`config.mk`:
```
export PLATFORM = sky130hd
export DESIGN_NAME = pgmmu_top
export DESIGN_NICKNAME = d
export VERILOG_FILES = /design/src/rtl/pgmmu_pkg.sv /design/src/rtl/pgmmu_maptab.sv /design/src/rtl/pgmmu_xlate.sv /design/src/rtl/pgmmu_faultreg.sv /design/src/rtl/pgmmu_top.sv
export SDC_FILE = /design/constraint.sdc
export NUM_CORES = 1
export LEC_CHECK = 0
export BUFFER_PORTS_ARGS = -buffer_cell sky130_fd_sc_hd__buf_2
export CORE_ASPECT_RATIO = 1.2
export CORE_UTILIZATION = 66
export DETAILED_ROUTE_END_ITERATION = 6
export HOLD_SLACK_MARGIN = 0.1
export PLACE_DENSITY = 0.88
export SYNTH_ARGS = -nofsm -noshare
export SYNTH_HDL_FRONTEND = slang
export SYNTH_HIERARCHICAL = 1
export SYNTH_SLANG_ARGS = --single-unit
export TNS_END_PERCENT = 5
```
`constraint.sdc`:
```
create_clock -name clk -period 5.71 [get_ports clk]
set_clock_uncertainty 0.05 [all_clocks]
set_input_delay 0.8565 -clock clk [delete_from_list [all_inputs] [get_ports clk]]
set_output_delay 0.8565 -clock clk [all_outputs]
set_load 0.02 [all_outputs]
```
`src/rtl/pgmmu_pkg.sv`:
```
package pgmmu_pkg;
  localparam int CAUSE_W = 3;
  // cause bit positions
  localparam int C_UNMAP = 0;
  localparam int C_WPROT = 1;
  localparam int C_NOEXE = 2;
  // control register indices
  localparam int CTL_STATUS = 0;
  localparam int CTL_FADDR  = 1;
  localparam int CTL_CURADR = 2;
  typedef logic [CAUSE_W-1:0] cause_t;
endpackage

```
`src/rtl/pgmmu_maptab.sv`:
```
module pgmmu_maptab #(
  parameter int IDX_W = 4,
  parameter int PPN_W = 8
) (
  input  logic                   clk,
  input  logic                   rst_n,
  input  logic [IDX_W-1:0]       lk_idx,
  output logic [PPN_W-1:0]       lk_ppn,
  output logic                   lk_vld,
  output logic                   lk_wp,
  output logic                   lk_nx,
  input  logic                   wr_en,
  input  logic [IDX_W-1:0]       wr_idx,
  input  logic [PPN_W+2:0]       wr_data,
  input  logic [IDX_W-1:0]       rd_idx,
  output logic [PPN_W+2:0]       rd_data
);
  localparam int NENT = 1 << IDX_W;
  localparam int EW   = PPN_W + 3;

  logic [EW-1:0] ent_q [NENT];
  logic [EW-1:0] ent_d [NENT];

  for (genvar i = 0; i < NENT; i++) begin : g_ent
    always_comb begin
      ent_d[i] = ent_q[i];
      if (wr_en && (wr_idx == IDX_W'(i))) ent_d[i] = wr_data;
    end

    always_ff @(posedge clk or negedge rst_n) begin
      if (!rst_n) ent_q[i] <= {3'b001, PPN_W'(i)};
      else        ent_q[i] <= ent_d[i];
    end
  end

  logic [EW-1:0] lk_e;
  always_comb begin
    lk_e    = ent_q[lk_idx];
    lk_ppn  = lk_e[PPN_W-1:0];
    lk_vld  = lk_e[PPN_W];
    lk_wp   = lk_e[PPN_W+1];
    lk_nx   = lk_e[PPN_W+2];
    rd_data = ent_q[rd_idx];
  end

  // a mapping write lands unchanged in the addressed entry
  assert_map_write_R8: assert property (@(posedge clk) disable iff (!rst_n)
    wr_en |=> ent_q[$past(wr_idx)] == $past(wr_data));
endmodule

```
`src/rtl/pgmmu_xlate.sv`:
```
module pgmmu_xlate
  import pgmmu_pkg::*;
#(
  parameter int OFF_W = 12,
  parameter int PPN_W = 8
) (
  input  logic [OFF_W-1:0]       offset,
  input  logic [PPN_W-1:0]       ppn,
  input  logic                   vld,
  input  logic                   wp,
  input  logic                   nx,
  input  logic                   acc,
  input  logic                   wr,
  input  logic                   fetch,
  output logic [PPN_W+OFF_W-1:0] phys,
  output logic                   fault,
  output cause_t                 cause
);
  always_comb begin
    phys  = {ppn, offset};
    cause = '0;
    if (acc) begin
      if (!vld)              cause[C_UNMAP] = 1'b1;
      else if (wr && wp)     cause[C_WPROT] = 1'b1;
      else if (fetch && nx)  cause[C_NOEXE] = 1'b1;
    end
    fault = |cause;
  end
endmodule

```
`src/rtl/pgmmu_faultreg.sv`:
```
module pgmmu_faultreg
  import pgmmu_pkg::*;
#(
  parameter int LA_W = 16
) (
  input  logic            clk,
  input  logic            rst_n,
  input  logic            fault_now,
  input  cause_t          cause_now,
  input  logic [LA_W-1:0] cpu_addr,
  input  logic            clr,
  output logic            pend_q,
  output cause_t          cause_q,
  output logic [LA_W-1:0] faddr_q
);
  logic            pend_d;
  cause_t          cause_d;
  logic [LA_W-1:0] faddr_d;
  logic            cap, upd_en;

  always_comb begin
    cap     = fault_now && !pend_q;
    upd_en  = cap || clr;
    pend_d  = 1'b0;
    cause_d = '0;
    faddr_d = '0;
    if (cap) begin
      pend_d  = 1'b1;
      cause_d = cause_now;
      faddr_d = cpu_addr;
    end
  end

  always_ff @(posedge clk or negedge rst_n) begin
    if (!rst_n) begin
      pend_q  <= 1'b0;
      cause_q <= '0;
      faddr_q <= '0;
    end else if (upd_en) begin
      pend_q  <= pend_d;
      cause_q <= cause_d;
      faddr_q <= faddr_d;
    end
  end

  assert_hold_R6: assert property (@(posedge clk) disable iff (!rst_n)
    pend_q && !clr |=> pend_q && $stable(cause_q) && $stable(faddr_q));
  assert_clear_R7: assert property (@(posedge clk) disable iff (!rst_n)
    pend_q && clr |=> !pend_q && (cause_q == '0));
  assert_one_cause_R9: assert property (@(posedge clk) disable iff (!rst_n)
    $onehot0(cause_q));
endmodule

```
`src/rtl/pgmmu_top.sv`:
```
module pgmmu_top
  import pgmmu_pkg::*;
#(
  parameter int LA_W  = 16,
  parameter int PA_W  = 20,
  parameter int IDX_W = 4
) (
  input  logic             clk,
  input  logic             rst_n,
  input  logic [LA_W-1:0]  cpu_addr,
  input  logic             cpu_valid,
  input  logic             cpu_we,
  input  logic             cpu_fetch,
  output logic             cpu_ready,
  output logic [PA_W-1:0]  mem_addr,
  output logic             mem_req,
  output logic             mem_we,
  input  logic             cfg_en,
  input  logic             cfg_map,
  input  logic             cfg_we,
  input  logic [IDX_W-1:0] cfg_rs,
  input  logic [LA_W-1:0]  cfg_wdata,
  output logic [LA_W-1:0]  cfg_rdata
);
  localparam int OFF_W = LA_W - IDX_W;
  localparam int PPN_W = PA_W - OFF_W;
  localparam int EW    = PPN_W + 3;

  logic [PPN_W-1:0] lk_ppn;
  logic             lk_vld, lk_wp, lk_nx;
  logic [EW-1:0]    ent_rd;
  logic             fault_now, pend_q;
  cause_t           cause_now, cause_q;
  logic [LA_W-1:0]  faddr_q;
  logic             map_wr, clr;
  logic             unused_wdata;

  assign unused_wdata = ^cfg_wdata[LA_W-1:EW];

  always_comb begin
    map_wr = cfg_en && cfg_we && cfg_map;
    clr    = cfg_en && cfg_we && !cfg_map && (cfg_rs == IDX_W'(CTL_STATUS));
  end

  pgmmu_maptab #(.IDX_W(IDX_W), .PPN_W(PPN_W)) maptab_i (
    .clk(clk), .rst_n(rst_n),
    .lk_idx(cpu_addr[LA_W-1:OFF_W]),
    .lk_ppn(lk_ppn), .lk_vld(lk_vld), .lk_wp(lk_wp), .lk_nx(lk_nx),
    .wr_en(map_wr), .wr_idx(cfg_rs), .wr_data(cfg_wdata[EW-1:0]),
    .rd_idx(cfg_rs), .rd_data(ent_rd)
  );

  pgmmu_xlate #(.OFF_W(OFF_W), .PPN_W(PPN_W)) xlate_i (
    .offset(cpu_addr[OFF_W-1:0]), .ppn(lk_ppn),
    .vld(lk_vld), .wp(lk_wp), .nx(lk_nx),
    .acc(cpu_valid), .wr(cpu_we), .fetch(cpu_fetch),
    .phys(mem_addr), .fault(fault_now), .cause(cause_now)
  );

  pgmmu_faultreg #(.LA_W(LA_W)) fault_i (
    .clk(clk), .rst_n(rst_n),
    .fault_now(fault_now), .cause_now(cause_now),
    .cpu_addr(cpu_addr), .clr(clr),
    .pend_q(pend_q), .cause_q(cause_q), .faddr_q(faddr_q)
  );

  always_comb begin
    mem_req   = cpu_valid && !fault_now && !pend_q;
    mem_we    = mem_req && cpu_we;
    cpu_ready = !fault_now && !pend_q;
  end

  always_comb begin
    cfg_rdata = '0;
    if (cfg_en) begin
      if (cfg_map) cfg_rdata = LA_W'(ent_rd);
      else begin
        case (cfg_rs)
          IDX_W'(CTL_STATUS): cfg_rdata = LA_W'({pend_q, cause_q});
          IDX_W'(CTL_FADDR):  cfg_rdata = faddr_q;
          IDX_W'(CTL_CURADR): cfg_rdata = cpu_addr;
          default:            cfg_rdata = '0;
        endcase
      end
    end
  end

  assert_offset_pass_R1: assert property (@(posedge clk) disable iff (!rst_n)
    mem_req |-> mem_addr[OFF_W-1:0] == cpu_addr[OFF_W-1:0]);
  assert_wp_block_R3: assert property (@(posedge clk) disable iff (!rst_n)
    cpu_valid && cpu_we && lk_wp |-> !mem_we);
  assert_unmapped_block_R4: assert property (@(posedge clk) disable iff (!rst_n)
    cpu_valid && !lk_vld |-> !mem_req && !cpu_ready);
  assert_stall_R6: assert property (@(posedge clk) disable iff (!rst_n)
    pend_q |-> !cpu_ready && !mem_req);
  assert_we_gate_R10: assert property (@(posedge clk) disable iff (!rst_n)
    mem_we |-> mem_req && cpu_we);
endmodule

```
After elaboration in Yosys (flattened, before gate mapping). Cells that the tools add are included.

Word-level logic and storage cells: 89. Output and inout bits: 39. Input port bits: 44. Bits in registers: 196.

Bitwise logic cells: 2. Eq/ne operators: 15. Mux-type cells: 18. Reductions and logical operators: 33. Order comparisons: 2.

Operator list (count): 11-bit binary-select mux with 4-bit select (2); 16-bit 2-to-1 mux (3); 16-bit one-hot mux with 3 select lines (1); 11-bit 2-to-1 mux (4); 4-bit equality test, second input constant (8); 1-bit logical AND (27); 4-bit by 3-bit equality test with 1-bit output, second input constant (4); 5-bit >= comparator, second input constant (2); 4-bit NOT with 5-bit output (2); 4-bit by 2-bit equality test with 1-bit output, second input constant (2); 3-bit 2-to-1 mux (2); 1-bit 2-to-1 mux (5); 4-bit by 1-bit equality test with 1-bit output, second input constant (1); 4-bit zero test (1); 1-bit zero test (3); 3-bit OR reduction (1); 2-bit 2-to-1 mux (1); 1-bit logical OR (1).

Logic depth before layout (Yosys ltp).
Word-level depth: 14. Depth in mapped cells: 10. Mapped depth without buffers: 7.

Cells and area by module. The synthesis kept the hierarchy.

By module, submodules not included: pgmmu_maptab (cells each 593, area each 9451.6 um2, sequential area each 4464.3 um2, instances 1); pgmmu_faultreg (cells each 65, area each 969.7 um2, sequential area each 500.5 um2, instances 1); pgmmu_top (cells each 65, area each 444.2 um2, sequential area each 0.0 um2, instances 1); pgmmu_xlate (cells each 28, area each 191.4 um2, sequential area each 0.0 um2, instances 1).

Worst setup path after synthesis. Ideal clock, no wire load.

Path type: input -> output. From: input port cpu_addr[13]. To: output port mem_we. Data arrival time: 2.836 ns. Data required time: 4.804 ns. Buffers on the path: 2. Stages on the path: 9. Setup slack: 1.968 ns. Cell sequence: buf_2 -> buf_1 -> mux4_2 -> a22oi_1 -> nand2_1 -> nand2_1 -> a31oi_1 -> nor2_1 -> and3_1.

Cells in the longest elaborated chain, start to end: 14. Elaborated cells on any way between the ends: 17. Classes of those cells: mux: 9; bitwise: 1; reduce/logical: 7.

RTL lines: from (decl) (line pgmmu_top.sv:10) `input logic [LA_W-1:0] cpu_addr,`; 4-bit NOT with 5-bit output (not written as such) (line pgmmu_maptab.sv:38) `lk_e = ent_q[lk_idx];`; 11-bit binary-select mux with 4-bit select (line pgmmu_maptab.sv:38); 11-bit 2-to-1 mux (not written as such) (2 in series) (line pgmmu_maptab.sv:38); named net lk_nx (line pgmmu_top.sv:30) `logic lk_vld, lk_wp, lk_nx;`; 1-bit logical AND (line pgmmu_xlate.sv:25) `else if (fetch && nx) cause[C_NOEXE] = 1'b1;`; 1-bit 2-to-1 mux (line pgmmu_xlate.sv:25); 1-bit 2-to-1 mux (line pgmmu_xlate.sv:24) `else if (wr && wp) cause[C_WPROT] = 1'b1;`; 2-bit 2-to-1 mux (line pgmmu_xlate.sv:23) `if (!vld) cause[C_UNMAP] = 1'b1;`; 3-bit 2-to-1 mux (line pgmmu_xlate.sv:22) `if (acc) begin`; 3-bit OR reduction (line pgmmu_xlate.sv:27) `fault = |cause;`; named net fault_now (line pgmmu_top.sv:32) `logic fault_now, pend_q;`; 1-bit zero test (line pgmmu_top.sv:68) `mem_req = cpu_valid && !fault_now && !pend_q;`; 1-bit logical AND (2 in series) (line pgmmu_top.sv:68); 1-bit logical AND (line pgmmu_top.sv:69) `mem_we = mem_req && cpu_we;`; to (decl) (line pgmmu_top.sv:17) `output logic mem_we,`.

The timed path passes the listed nets, and every way through them passes these cells. The select of a mux whose other input is x is not followed.

Worst setup path after layout.
From: input port cpu_addr[12]. To: output port mem_we.

Elaborated cells on any way between the ends: 17. Classes of those cells: mux: 9; bitwise: 1; reduce/logical: 7.

RTL lines (line): 4-bit NOT with 5-bit output (not written as such) (*) (pgmmu_maptab.sv:38); 11-bit binary-select mux with 4-bit select (*) (pgmmu_maptab.sv:38); 11-bit 2-to-1 mux (not written as such) (*) (2 in series) (pgmmu_maptab.sv:38); named net lk_wp (pgmmu_top.sv:30); 1-bit logical AND (*) (pgmmu_xlate.sv:24); 1-bit 2-to-1 mux (pgmmu_xlate.sv:24); 2-bit 2-to-1 mux (*) (pgmmu_xlate.sv:23); 3-bit 2-to-1 mux (*) (pgmmu_xlate.sv:22); 3-bit OR reduction (*) (pgmmu_xlate.sv:27); named net fault_now (pgmmu_top.sv:32); 1-bit zero test (*) (pgmmu_top.sv:68); 1-bit logical AND (*) (2 in series) (pgmmu_top.sv:68); 1-bit logical AND (*) (pgmmu_top.sv:69).

The timed path passes the listed nets; every way through them passes the cells marked *. The select of a mux whose other input is x is not followed.

==> impl_metrics.json <==
{
  "via_count": 7237,
  "die_y_um": 143.8,
  "core_um2": 16340,
  "fp.dieW_um": 120.2,
  "pin_count": 83,
  "slew-limit-headroom_pct": 15.09,
  "synthCells": 751,
  "crit_type": "input pin to output port",
  "syn2layout_area_growth_pct": 8.260,
  "fin_setup_tns_ns": 0,
  "cts_made_buffers": 17,
  "wire_per_inst_um": 28.09,
  "worst_slew_pin_slew_ns": 1.269,
  "firstDrtPassIters": 5,
  "postCtsHoldBufs": 0,
  "detail-route-antenna-nets": 0,
  "nFillCells": 998,
  "wl_um": 28340,
  "post-route-util_pct": 73.28,
  "ys_warn_count": 6,
  "h-tree-depth": 4,
  "finalCriticalPeriod_ns": 4.263,
  "synth_area_leaders": "dfrtp_1 33%, mux4_2 17%, mux2_2 15%, dfstp_2 11%, mux2_4 6.7%",
  "drive_gt1_share_pct": 59.12,
  "die-area_um2": 17280,
  "cp-startpoint": "cpu_addr[12]",
  "critPathLaunchType": "input pin",
  "grt_pass1_wl_um": 44150,
  "overflow": 0,
  "synth_area_per_cell_um2": 14.72,
  "hold_slack_ns": 0.3251,
  "insertion_delay_ns": 0.44,
  "grt_pass1_vias": 7724,
  "cp-end-kind": "output port",
  "post-route-period-util_pct": 74.65,
  "synth_area_um2": 11060,
  "reg2regPathDepth": 7,
  "synth-edff-count": 0,
  "synth-seq-cells": 196,
  "critPathMaxFanout": 23,
  "reg2reg_slack_ns": 3.24,
  "place_congestion": 0.8720,
  "status": "finished clean",
  "hold_path.class": "input pin to asynchronous set/reset pin",
  "drcViolationCount": 0,
  "rsz0062_at_grt": "no",
  "post_cts_resized": 0,
  "syn_nets": 795,
  "viasPerCell": 7.172,
  "fin_nets": 826,
  "synth_flop_cell": "dfrtp_1",
  "portBuffers": 77,
  "cp.arrival_ns": 3.36,
  "initial_core_util_pct": 67.69,
  "leakagePower_nw": 5.435,
  "synth_common_cells": "150 x mux2_2, 148 x dfrtp_1, 84 x mux4_2",
  "final_cell_area_um2": 11970,
  "place_area_um2": 11320,
  "hold_viol_final": 0,
  "cts_tree": "built",
  "synth_largest_area_cell": "dfrtp_1",
  "dp_hpwl_um": 17970,
  "cts.clk_slew.worst_paths_ns": 0.07,
  "powerDensity_nw_per_um2": 328.4,
  "r2r-start": "maptab_i/ent_q[86]",
  "final_max_slew_viol_count": 0,
  "finalSetupViolations": 0,
  "r2r-end": "fault_i/faddr_q[5]",
  "grt.total_usage_pct": 35.31,
  "worstPathRequired_ns": 4.80,
  "antenna_found_initial": 1,
  "synth_top_area_share_pct": 33.50,
  "grt_max_degree": 73,
  "max-vdd-ir-drop_uv": 243.3,
  "root_buffer": "clkbuf_16",
  "synthArstFlopShare_pct": 100.0,
  "drt_iter0_drc": 643,
  "maxCapViolations": 0,
  "seq_area_frac_synth_pct": 44.90,
  "post-synth-top-count-cell": "mux2_2",
  "cts_buffer_depth": 2,
  "clock.fmax_mhz": 234.6,
  "synth_cell_types": 34,
  "cts_sinks": 196,
  "postCtsSetupRepairBufs": 0,
  "core.rowCount": 51
}
## placed cells by master (no fill, tap or decap), types with 2 or more instances in the layout
master and count:
and3_1 2, nand2_1 39, nand3b_1 2, dfstp_2 48
mux2_2 150, or3_1 3, clkinv_4 4, nor2_1 21
nand2b_1 4, a22oi_1 60, mux4_2 84, and2b_1 4
mux4_1 4, dfrtp_1 148, clkbuf_16 17, inv_1 2
and2_1 4, diode_2 2, inv_6 5, mux2_4 49
nor2b_1 19, buf_2 75, buf_4 20, nor3b_2 2
o21ai_0 7, bufinv_16 4, o21ai_2 5
## cell type report
class / instances / area (um2) / area share, %
Sequential cell: 196 / 4965 / 41.48
Antenna cell: 2 / 5.005 / 0.04181
Clock buffer: 17 / 425.4 / 3.554
Clock inverter: 15 / 215.2 / 1.798
Multi-Input combinational cell: 469 / 5550 / 46.37
Inverter: 2 / 7.507 / 0.06272
Tap cell: 212 / 265.3 / 2.216
Timing Repair Buffer: 96 / 536.8 / 4.484
## metal layers
| metal | global-route usage, % | vias to the layer above | share of wire [%] | wire [um] |
|---|---|---|---|---|
| li1 | - | 2903 | - | - |
| met1 | 42.67 | 3785 | 36 | 10190 |
| met2 | 58.53 | 450 | 51 | 14340 |
| met3 | 9.167 | 99 | 9.2 | 2608 |
| met4 | 18.55 | 0 | 4.3 | 1206 |
| met5 | 0 | - | 0 | 0 |
## registers in the layout (all words and copies together), names as in the netlist
register and cells:
maptab_i/ent_q 176, fault_i/pend_q 1, fault_i/faddr_q 16, fault_i/cause_q 3
## metrics by stage
step / instances / setup slack, ns / total power [mW]
after floorplan: 751 / 1.968 / 2.416
after global placement: 975 / 1.528 / 2.554
after detailed placement: 975 / 1.466 / 2.634
after CTS: 1007 / 1.468 / 3.942
after global routing: 1007 / 1.338 / 4.073
final: 1009 / 1.448 / 3.931
## worst max path at each step
stage	end	slack [ns]	cells past startpoint
6_report	mem_we	1.45	9
5_1_grt	mem_we	1.34	9
4_1_cts	mem_we	1.47	9
3_5_place_dp	mem_we	1.47	9
3_3_place_gp	mem_addr[17]	1.53	6
2_1_floorplan	mem_we	1.97	9
## power breakdown
part           switching [mW]  total [mW]  internal [mW]
Clock                   0.548        1.29          0.745
Combinational           0.344       0.820          0.476
Sequential              0.168        1.82           1.65
## worst max-delay path, cell delays in order
cell	delay, ns
buf_2	0.63
mux4_2	0.59
a22oi_1	0.34
nand2_1	0.09
nand2_1	0.11
a31oi_1	0.16
nor2_1	0.22
and3_1	0.18
buf_2	0.16
## logic make-up (layout without fill, tap and decap cells)
logic type	after synthesis	in the layout	share of synthesized area, %
flops	196	196	44.90
mux	287	287	39.99
compound gates	73	73	4.843
simple gates	109	109	5.341
other cells	0	2	0
buf+inv	86	130	4.922
No activity file was read; power rests on OpenSTA's default activity.
